--- src/rtl/fsd_pkg.sv ---
package fsd_pkg;
  localparam int FIELD_W = 4;
  localparam int REG_W   = FIELD_W + 1;

  typedef enum logic [1:0] {
    ES_HALF   = 2'b00,
    ES_SINGLE = 2'b01,
    ES_DOUBLE = 2'b10,
    ES_RSV    = 2'b11
  } elemSize_e;

  typedef struct packed {
    logic match;
    logic vecForm;
    logic undef;
    logic unpred;
  } ctrlStrobe_t;
endpackage

--- src/rtl/fsd_ctrl.sv ---
module fsd_ctrl
  import fsd_pkg::*;
(
  input  logic [31:0]   instr,
  input  logic          mixedSet,
  input  logic          halfOk,
  input  logic [2:0]    vecLen,
  input  logic [1:0]    vecStride,
  input  logic          inCondBlock,
  output ctrlStrobe_t   strobe
);
  localparam logic [8:0] VEC_TOP_FIXED = 9'b111100100;
  localparam logic [8:0] VEC_TOP_MIXED = 9'b111011110;
  localparam logic [3:0] COND_ALWAYS   = 4'b1110;
  localparam logic [3:0] COND_NONE     = 4'b1111;

  logic vecTail, vecHit, scaTail, scaHit;
  logic quadBit, vecHalf;
  logic [1:0] scaSize;
  logic [3:0] condField;
  logic vecUndef, vecUnpred, scaUndef, scaUnpred;
  logic rawUndef, rawUnpred;

  assign condField = instr[31:28];
  assign quadBit   = instr[6];
  assign vecHalf   = instr[20];
  assign scaSize   = instr[9:8];

  assign vecTail = instr[21] && (instr[11:8] == 4'b1101) && !instr[4];
  assign vecHit  = vecTail &&
                   (instr[31:23] == (mixedSet ? VEC_TOP_MIXED : VEC_TOP_FIXED));

  assign scaTail = (instr[27:23] == 5'b11100) && (instr[21:20] == 2'b11) &&
                   (instr[11:10] == 2'b10) && instr[6] && !instr[4];
  assign scaHit  = scaTail &&
                   (mixedSet ? (condField == COND_ALWAYS) : (condField != COND_NONE));

  // vector legality
  assign vecUndef  = (quadBit && (instr[12] || instr[16] || instr[0])) ||
                     (vecHalf && !halfOk);
  assign vecUnpred = vecHalf && mixedSet && inCondBlock;

  // scalar legality
  assign scaUndef  = (scaSize == 2'b00) || ((scaSize == 2'b01) && !halfOk) ||
                     (vecLen != 3'b000) || (vecStride != 2'b00);
  assign scaUnpred = (scaSize == 2'b01) &&
                     (mixedSet ? inCondBlock : (condField != COND_ALWAYS));

  always_comb begin
    if (vecHit) begin
      rawUndef  = vecUndef;
      rawUnpred = vecUnpred;
    end else if (scaHit) begin
      rawUndef  = scaUndef;
      rawUnpred = scaUnpred;
    end else begin
      rawUndef  = 1'b0;
      rawUnpred = 1'b0;
    end
  end

  always_comb begin
    strobe.match   = vecHit || scaHit;
    strobe.vecForm = vecHit;
    strobe.undef   = rawUndef;
    strobe.unpred  = rawUnpred && !rawUndef;
  end
endmodule

--- src/rtl/fsd_datapath.sv ---
module fsd_datapath
  import fsd_pkg::*;
#(
  parameter int REG_BITS = 64
) (
  input  logic              clk,
  input  logic              rstN,
  input  logic              capture,
  input  logic [31:0]       instr,
  input  ctrlStrobe_t       strobe,
  output logic              noMatch,
  output logic              isVector,
  output logic [1:0]        elemSize,
  output logic [2:0]        laneCount,
  output logic [1:0]        regCount,
  output logic [REG_W-1:0]  dstReg,
  output logic [REG_W-1:0]  srcNReg,
  output logic [REG_W-1:0]  srcMReg,
  output logic              undef,
  output logic              unpred
);
  localparam logic [2:0] LANES_HALF   = 3'(REG_BITS / 16);
  localparam logic [2:0] LANES_SINGLE = 3'(REG_BITS / 32);

  logic [FIELD_W-1:0] fD, fN, fM;
  logic xD, xN, xM;
  logic highFirst;
  elemSize_e esNext;
  logic [2:0] lanesNext;
  logic [1:0] regsNext;
  logic [REG_W-1:0] dNext, nNext, mNext;

  assign fD = instr[15:12];
  assign fN = instr[19:16];
  assign fM = instr[3:0];
  assign xD = instr[22];
  assign xN = instr[7];
  assign xM = instr[5];

  assign highFirst = strobe.vecForm || (instr[9:8] == 2'b11);

  always_comb begin
    esNext    = ES_HALF;
    lanesNext = '0;
    regsNext  = '0;
    dNext     = '0;
    nNext     = '0;
    mNext     = '0;
    if (strobe.match) begin
      if (strobe.vecForm) begin
        esNext    = instr[20] ? ES_HALF : ES_SINGLE;
        lanesNext = instr[20] ? LANES_HALF : LANES_SINGLE;
        regsNext  = instr[6] ? 2'd2 : 2'd1;
      end else begin
        esNext    = elemSize_e'(instr[9:8] - 2'b01);
        lanesNext = 3'd1;
        regsNext  = 2'd1;
      end
      dNext = highFirst ? {xD, fD} : {fD, xD};
      nNext = highFirst ? {xN, fN} : {fN, xN};
      mNext = highFirst ? {xM, fM} : {fM, xM};
    end
  end

  always_ff @(posedge clk or negedge rstN) begin
    if (!rstN) begin
      noMatch   <= 1'b0;
      isVector  <= 1'b0;
      elemSize  <= '0;
      laneCount <= '0;
      regCount  <= '0;
      dstReg    <= '0;
      srcNReg   <= '0;
      srcMReg   <= '0;
      undef     <= 1'b0;
      unpred    <= 1'b0;
    end else if (capture) begin
      noMatch   <= !strobe.match;
      isVector  <= strobe.vecForm;
      elemSize  <= esNext;
      laneCount <= lanesNext;
      regCount  <= regsNext;
      dstReg    <= dNext;
      srcNReg   <= nNext;
      srcMReg   <= mNext;
      undef     <= strobe.undef;
      unpred    <= strobe.unpred;
    end
  end

  p_excl_r9: assert property (@(posedge clk) disable iff (!rstN)
    !(undef && unpred));

  p_nomatch_quiet_r1: assert property (@(posedge clk) disable iff (!rstN)
    noMatch |-> (!isVector && !undef && !unpred && laneCount == 3'd0));

  p_quad_even_r3: assert property (@(posedge clk) disable iff (!rstN)
    (isVector && regCount == 2'd2 && !undef) |->
      (!dstReg[0] && !srcNReg[0] && !srcMReg[0]));

  p_scalar_lane_r6: assert property (@(posedge clk) disable iff (!rstN)
    (!isVector && !noMatch && regCount != 2'd0) |-> (laneCount == 3'd1));

  p_half_lanes_r2: assert property (@(posedge clk) disable iff (!rstN)
    (isVector && elemSize == 2'b00) |-> (laneCount == LANES_HALF));
endmodule

--- src/rtl/fp_sub_decode.sv ---
module fp_sub_decode
  import fsd_pkg::*;
#(
  parameter int REG_BITS = 64
) (
  input  logic        clk,
  input  logic        rstN,
  input  logic        inValid,
  input  logic [31:0] instr,
  input  logic        mixedSet,
  input  logic        halfOk,
  input  logic [2:0]  vecLen,
  input  logic [1:0]  vecStride,
  input  logic        inCondBlock,
  output logic        outValid,
  output logic        noMatch,
  output logic        isVector,
  output logic [1:0]  elemSize,
  output logic [2:0]  laneCount,
  output logic [1:0]  regCount,
  output logic [4:0]  dstReg,
  output logic [4:0]  srcNReg,
  output logic [4:0]  srcMReg,
  output logic        undef,
  output logic        unpred
);
  ctrlStrobe_t strobe;

  fsd_ctrl i_ctrl (
    .instr       (instr),
    .mixedSet    (mixedSet),
    .halfOk      (halfOk),
    .vecLen      (vecLen),
    .vecStride   (vecStride),
    .inCondBlock (inCondBlock),
    .strobe      (strobe)
  );

  fsd_datapath #(.REG_BITS(REG_BITS)) i_datapath (
    .clk       (clk),
    .rstN      (rstN),
    .capture   (inValid),
    .instr     (instr),
    .strobe    (strobe),
    .noMatch   (noMatch),
    .isVector  (isVector),
    .elemSize  (elemSize),
    .laneCount (laneCount),
    .regCount  (regCount),
    .dstReg    (dstReg),
    .srcNReg   (srcNReg),
    .srcMReg   (srcMReg),
    .undef     (undef),
    .unpred    (unpred)
  );

  always_ff @(posedge clk or negedge rstN) begin
    if (!rstN) outValid <= 1'b0;
    else       outValid <= inValid;
  end

  p_valid_follow_r10: assert property (@(posedge clk) disable iff (!rstN)
    inValid |=> outValid);
endmodule

--- config.mk ---
export PLATFORM = sky130hd
export DESIGN_NAME = fp_sub_decode
export DESIGN_NICKNAME = d
export VERILOG_FILES = /design/src/rtl/fsd_pkg.sv /design/src/rtl/fsd_ctrl.sv /design/src/rtl/fsd_datapath.sv /design/src/rtl/fp_sub_decode.sv
export SDC_FILE = /design/constraint.sdc
export NUM_CORES = 1
export LEC_CHECK = 0
export ABC_AREA = 1
export CAP_MARGIN = 20
export CORE_MARGIN = 5
export CORE_UTILIZATION = 40
export DETAILED_ROUTE_END_ITERATION = 10
export GPL_TIMING_DRIVEN = 1
export PLACE_DENSITY = 0.75
export SETUP_SLACK_MARGIN = 0.1
export SLEW_MARGIN = 20
export SYNTH_ARGS = -nofsm -noshare
export SYNTH_HDL_FRONTEND = slang
export SYNTH_HIERARCHICAL = 1
export SYNTH_SLANG_ARGS = --single-unit
--- constraint.sdc ---
create_clock -name clk -period 0.95 [get_ports clk]
set_input_delay 0.19 -clock clk [delete_from_list [all_inputs] [get_ports clk]]
set_output_delay 0.19 -clock clk [all_outputs]
set_load 0.01 [all_outputs]
* Word-level counts from Yosys, hierarchy flattened
Index checks and enable logic that the tools add are counted.
** Operators by class
- Equality and inequality tests :: 10
- Muxes and demuxes :: 22
- Add/subtract/negate cells :: 1
- Reduce and logical (&&, ||, !) cells :: 30
** Operator list (number)
- $mux 5 :: 6
- $logic_and 1x1->1 :: 15
- $mux 2 :: 5
- $eq 9x9->1 :: 1
- $mux 3 :: 3
- $eq 4x4->1 const B :: 2
- $logic_or 1x1->1 :: 8
- $ne 4x4->1 const B :: 2
- $mux 1 :: 7
- $eq 2x2->1 const B :: 3
- $mux 6 :: 1
- $eq 5x5->1 const B :: 1
- $logic_not 1->1 :: 4
- $reduce_bool 3->1 :: 1
- $eq 2x1->1 const B :: 1
- $logic_not 2->1 :: 1
- $reduce_bool 2->1 :: 1
- $sub 2x1->2 const B :: 1
** Storage, ports and cells
- Logic and storage cells :: 74
- Flip-flop bits (word level) :: 27

* Depth between registers and ports, before layout
- Depth in word-level cells :: 10
- Gate-level depth with buffers :: 13
- Gate-level depth less buffers :: 12

* Cells and area by module
The synthesis kept the hierarchy.
** By module, submodules not included
- fsd_datapath :: instances 1, seq. area each 650.6 µm², cells each 161, area each 1216.2 µm²
- fsd_ctrl :: instances 1, seq. area each 0.0 µm², cells each 75, area each 346.6 µm²
- fp_sub_decode :: instances 1, seq. area each 25.0 µm², cells each 1, area each 25.0 µm²

* Worst setup path before layout
OpenSTA, ideal clock, no wires.
- Kind :: input port to flip-flop
- Start point :: input instr[8]
- End point :: register i_datapath.srcMReg[0]
- Data required time :: 0.833 ns
- Arrival :: 1.195 ns
- Stages on the path :: 13
- Buffers on the path :: 2
- Path slack :: -0.363 ns
- Setup time :: 0.117 ns
- Cell sequence :: inv_1 > nor2_2 > nand2_1 > nor2_2 > nand3_4 > inv_1 > buf_4 > inv_2 > nand2_2 > buf_6 > nand2_1 > nand3_1 > nand2_1
** Between the ends
- Cells in the longest elaborated chain, start to end :: 7
** RTL lines
- start, declared :: line fp_sub_decode.sv:9 : input logic [31:0] instr,
- $eq 4x4->1 (*) :: line fsd_ctrl.sv:29 : assign vecTail = instr[21] && (instr[11:8] == 4'b1101) && !instr[4];
- $logic_and 1x1->1 (*) (2 in a row) :: line fsd_ctrl.sv:29
- $logic_and 1x1->1 (*) :: line fsd_ctrl.sv:30 : assign vecHit = vecTail &&
- via i_ctrl.vecHit :: line fsd_ctrl.sv:17 : logic vecTail, vecHit, scaTail, scaHit;
- $logic_or 1x1->1 :: line fsd_datapath.sv:40 : assign highFirst = strobe.vecForm || (instr[9:8] == 2'b11);
- $mux 5 :: line fsd_datapath.sv:61 : mNext = highFirst ? {xM, fM} : {fM, xM};
- $mux 5 (*) :: line fsd_datapath.sv:49 : if (strobe.match) begin
- end signal, assigned :: line fsd_datapath.sv:85 : srcMReg <= mNext;
- end, declared :: line fsd_datapath.sv:18 : output logic [REG_W-1:0] srcMReg,
Mark *: on every way through the listed nets, which the timed path passes. The rest lies on a longest branch.
A chain may end at the register's enable or synchronous reset.

==> results <==
- The synthesized area per cell is 6.699 µm².
- For the worst setup path, the data arrival time is 1.30 ns.
- Clock-pin slew was measured on the worst setup and hold paths at 0.09 ns.
- In the post-synthesis netlist, the cell with the most instances is nand2_1.
- The clock net sink count is 27.
- The max-capacitance violation count is 0.
- After detailed routing, the average wire length per cell comes to 12.70 µm.
- The share of final-layout standard cells stronger than drive strength 1 is 46.46%.
- From bottom edge to top edge, the die measures 73.01 µm.
- In the routed design, unresolved DRC markers number 0.
- Cell internal power was estimated by the tool at 1707 µW.
- For this run, the leading register cell type out of synthesis is dfrtp_1.
- The fraction of the core area covered by cells at the end of the flow is 73.31%.
- The clock latency at the later pin of the worst-skew pair is 0.27 ns.
- The setup TNS after final layout is -2.899 ns.
- Before antenna repair, the detailed router went through 4 iterations.
- By area the synthesized netlist is led by dfrtp_1 (43%), nand2_1 (25%), inv_1 (8.3%).
- Entering global routing, the biggest net connects 28 pins.
- The max-slew violation total from the final report is 0.
- The final setup violation count is 48.
- The initial cell density of the core is 40.57%.
- The CTS tree is done.
- The actual transition at the worst max-transition pin is 0.1916 ns.
- The number of H-tree branching levels is 1.
- In this run switching power makes up 25.80% of total power.
- Sorting the synthesized cells by how often they occur yields nand2_1 (106), inv_1 (35), dfrtp_1 (27).
- The post-route clock period utilization is 115.3%.
- The share of async-settable or async-resettable flops after synthesis is 100.0%.
- The number of placement rows is 23.
- The area added between synthesis and finish is 80.69%.
- The proportion of power drawn by combinational gates is 22.4%.
- The die is 73.01 µm wide.
- The worst-case setup slack after placement is -0.9873 ns.
- The worst-case setup margin in the final layout is -0.1450 ns.
- Setup repair after global routing could not meet its margin everywhere.
- The critical path capture point type is a flip-flop.
- The number of global-route vias before repair is 1849.
- The largest voltage drop on the vdd net is 0.0004649 V.
- The total of buffers placed on input and output ports is 69.
- The netlist uses 21 different library cells.
- In this run the clock root is driven by a clkbuf_8.
- The number of enable-type register cells in the synthesized netlist is 0.
- The max-slew headroom at the worst pin is 87.23%.
- The hold-fix buffer count after cts is 0.
- Synthesis produced a netlist whose cell count is 237.
- The number of flip-flops and latches in the synthesized netlist is 27.
- The number of antenna violations at the first check in global routing is 0.
- The routability-driven placement congestion ratio is 0.8233.
- dfrtp_1 takes more of the synthesized area than any other cell.
- Sequential cells were found to cover 42.55% of the synthesized design area.
- The share of total power in the clock network is 27.6%.
- The sequential share of power is 50.0%.
- The worst setup path is of the in -> reg kind.
- The portion of synthesized cell area occupied by the leading cell type is 42.55%.
- Wires add up to 5118 µm.
- The peak clock frequency supported by timing is 913.2 MHz.
- The overall overflow remaining after global route is 0.
- The checks that failed: negative setup slack.
- Summing over every cut layer, the via total after detailed routing is 1878.
- The number of nets still failing antenna checks after routing is 0.
- When the netlist entered floorplanning its net count stood at 281.
- The reported leakage power is 0.001640 µW.
- After synthesis the cells add up to 1588 µm².
- The repair_antennas step left the layout with diodes totalling 0.
- The highest net fanout along the worst path is 5.
- At the end of the flow, the number of nets in the layout was 398.
- The total net switching power is 593.7 µW.
- After filler insertion, the fill cell instance count of the layout stands at 319.
- The die covers 5330 µm².
- The first global-routing pass estimated 7734 µm of wire.
- The total power of the final layout is 2301 µW.
- The endpoint required time on the critical path is 1.16 ns.
- STA classifies the critical path startpoint as a primary input.
- The number of vias per cell after detailed routing is 4.660.
- The detailed placement HPWL is 3605 µm.
- The count of endpoints failing hold in the final timing report came to 0.
- The total global-route track usage is 18.27%.
- TritonCTS created 3 clock buffers.
- Pin placement for this block handled 70 I/O pins.
- On the final layout, the worst clock skew is 0 ns.
- The worst hold path belongs to the class in -> reg.
- The routed design could run at a clock period as short as 1.095 ns.
- The area of the core is 3914 µm².
- The number of DRC violations after detailed-routing iteration 0 is 147.
- The maximum clock path buffer count is 2.
- The number of warnings issued by yosys is 6.
- The flow ran to the end, but the final reports show violations.
- Dividing total power by cell area gives a power density of 802.0 nW/µm².
[placed cells by master (no fill, tap or decap)]
cell,n
o21ai_1,2
dlygate4sd2_1,11
clkdlybuf4s50_1,13
nor2_2,4
buf_12,2
inv_4,2
nor2_1,6
o21ai_2,4
buf_8,3
nand3_2,16
clkinv_1,1
nand4_1,2
nand2_4,3
nand2_1,92
nor2_4,7
ha_1,1
nand3_4,2
dfrtp_1,27
clkbuf_8,3
buf_2,29
nand2_2,15
o21bai_1,1
inv_1,24
nand3_1,7
a21boi_2,1
buf_4,45
inv_2,9
clkbuf_1,1
inv_12,1
buf_6,17
nand2_8,1
nor3_1,1
[metal layers]
layer  vias to the layer above  part of all wire (%)  GRT usage, %
met4                         0                  0.72         4.918
met3                         4                   7.3         2.893
met2                        68                    52         35.05
met5                         -                     0             0
li1                        942                     -             -
met1                       864                    40         20.50
[cells by family after synthesis]
family	share of synthesized area, %
adder cells (fa/ha/maj)	0.7879
AND/OR/NAND/NOR	41.29
buffers and inverters	12.29
AO/OA/AOI/OAI	3.073
flip-flops	42.55
[worst paths after layout]
kind / start / to / slack [ns] / cells past startpoint
min reg2reg: i_datapath/unpred$_DFFE_PN0P_ / i_datapath/unpred$_DFFE_PN0P_ / 0.47 / 2
max: instr[24] / i_datapath/srcNReg[2]$_DFFE_PN0P_ / -0.15 / 12
min in group asynchronous: rstN / i_datapath/dstReg[0]$_DFFE_PN0P_ / 0.28 / 2
min: instr[20] / i_datapath/laneCount[1]$_DFFE_PN0P_ / 0.24 / 3
max reg2reg: i_datapath/regCount[1]$_DFFE_PN0P_ / i_datapath/regCount[1]$_DFFE_PN0P_ / 0.07 / 4
max in group asynchronous: rstN / i_datapath/laneCount[2]$_DFFE_PN0P_ / 0.51 / 2
[worst max-delay path, stage by stage]
cell     delay, ns
buf_8         0.08
nand2_1       0.05
nor2_1        0.10
nand2_2       0.07
nand2_4       0.09
nand3_4       0.10
o21ai_2       0.07
nand2_1       0.09
inv_2         0.13
buf_4         0.15
nand3_1       0.10
nand2_1       0.08
[flip-flops by register name (all words and copies together) (netlist names)]
register and count:
i_datapath/elemSize 2, i_datapath/dstReg 5, i_datapath/unpred 1, i_datapath/regCount 2, i_datapath/isVector 1, outValid 1
i_datapath/noMatch 1, i_datapath/laneCount 3, i_datapath/undef 1, i_datapath/srcNReg 5, i_datapath/srcMReg 5
[area by class of cell]
class | instances | area, µm² | share of cell area (%)
timing repair buffer | 120 | 985.9 | 34.37
inverter | 37 | 156.4 | 5.451
multi-input combinational | 165 | 943.4 | 32.88
sequential | 27 | 675.6 | 23.55
clock buffer | 4 | 45.04 | 1.570
tap | 50 | 62.56 | 2.181
[power groups by stage]
stage / registers, µW / clock network, µW / logic, µW
2_1_floorplan: 1180 / 0 / 152
3_3_place_gp: 1170 / 0 / 450
3_5_place_dp: 1170 / 0 / 456
4_1_cts: 1150 / 651 / 449
5_1_grt: 1150 / 700 / 557
6_report: 1150 / 636 / 514
[stage by stage]
| step | instances | hold WS [ns] | instance area (µm²) |
|---|---|---|---|
| floorplan | 237 | -0.1056 | 1628 |
| global placement | 380 | 0.4622 | 2580 |
| detailed placement | 380 | 0.4648 | 2580 |
| CTS | 393 | 0.2261 | 2615 |
| global route | 403 | 0.2281 | 2869 |
| finish | 403 | 0.2380 | 2869 |
[timing repair]
| item | 4_1_cts | 5_1_grt |
|---|---|---|
| setup buffers | 10 | 9 |
| endpoints found under the setup margin | 53 | 53 |
| gates resized for setup | 233 | 50 |
| cloned | 0 | 1 |
| pin swaps | 51 | 33 |
No activity file was read; power rests on OpenSTA's default activity.
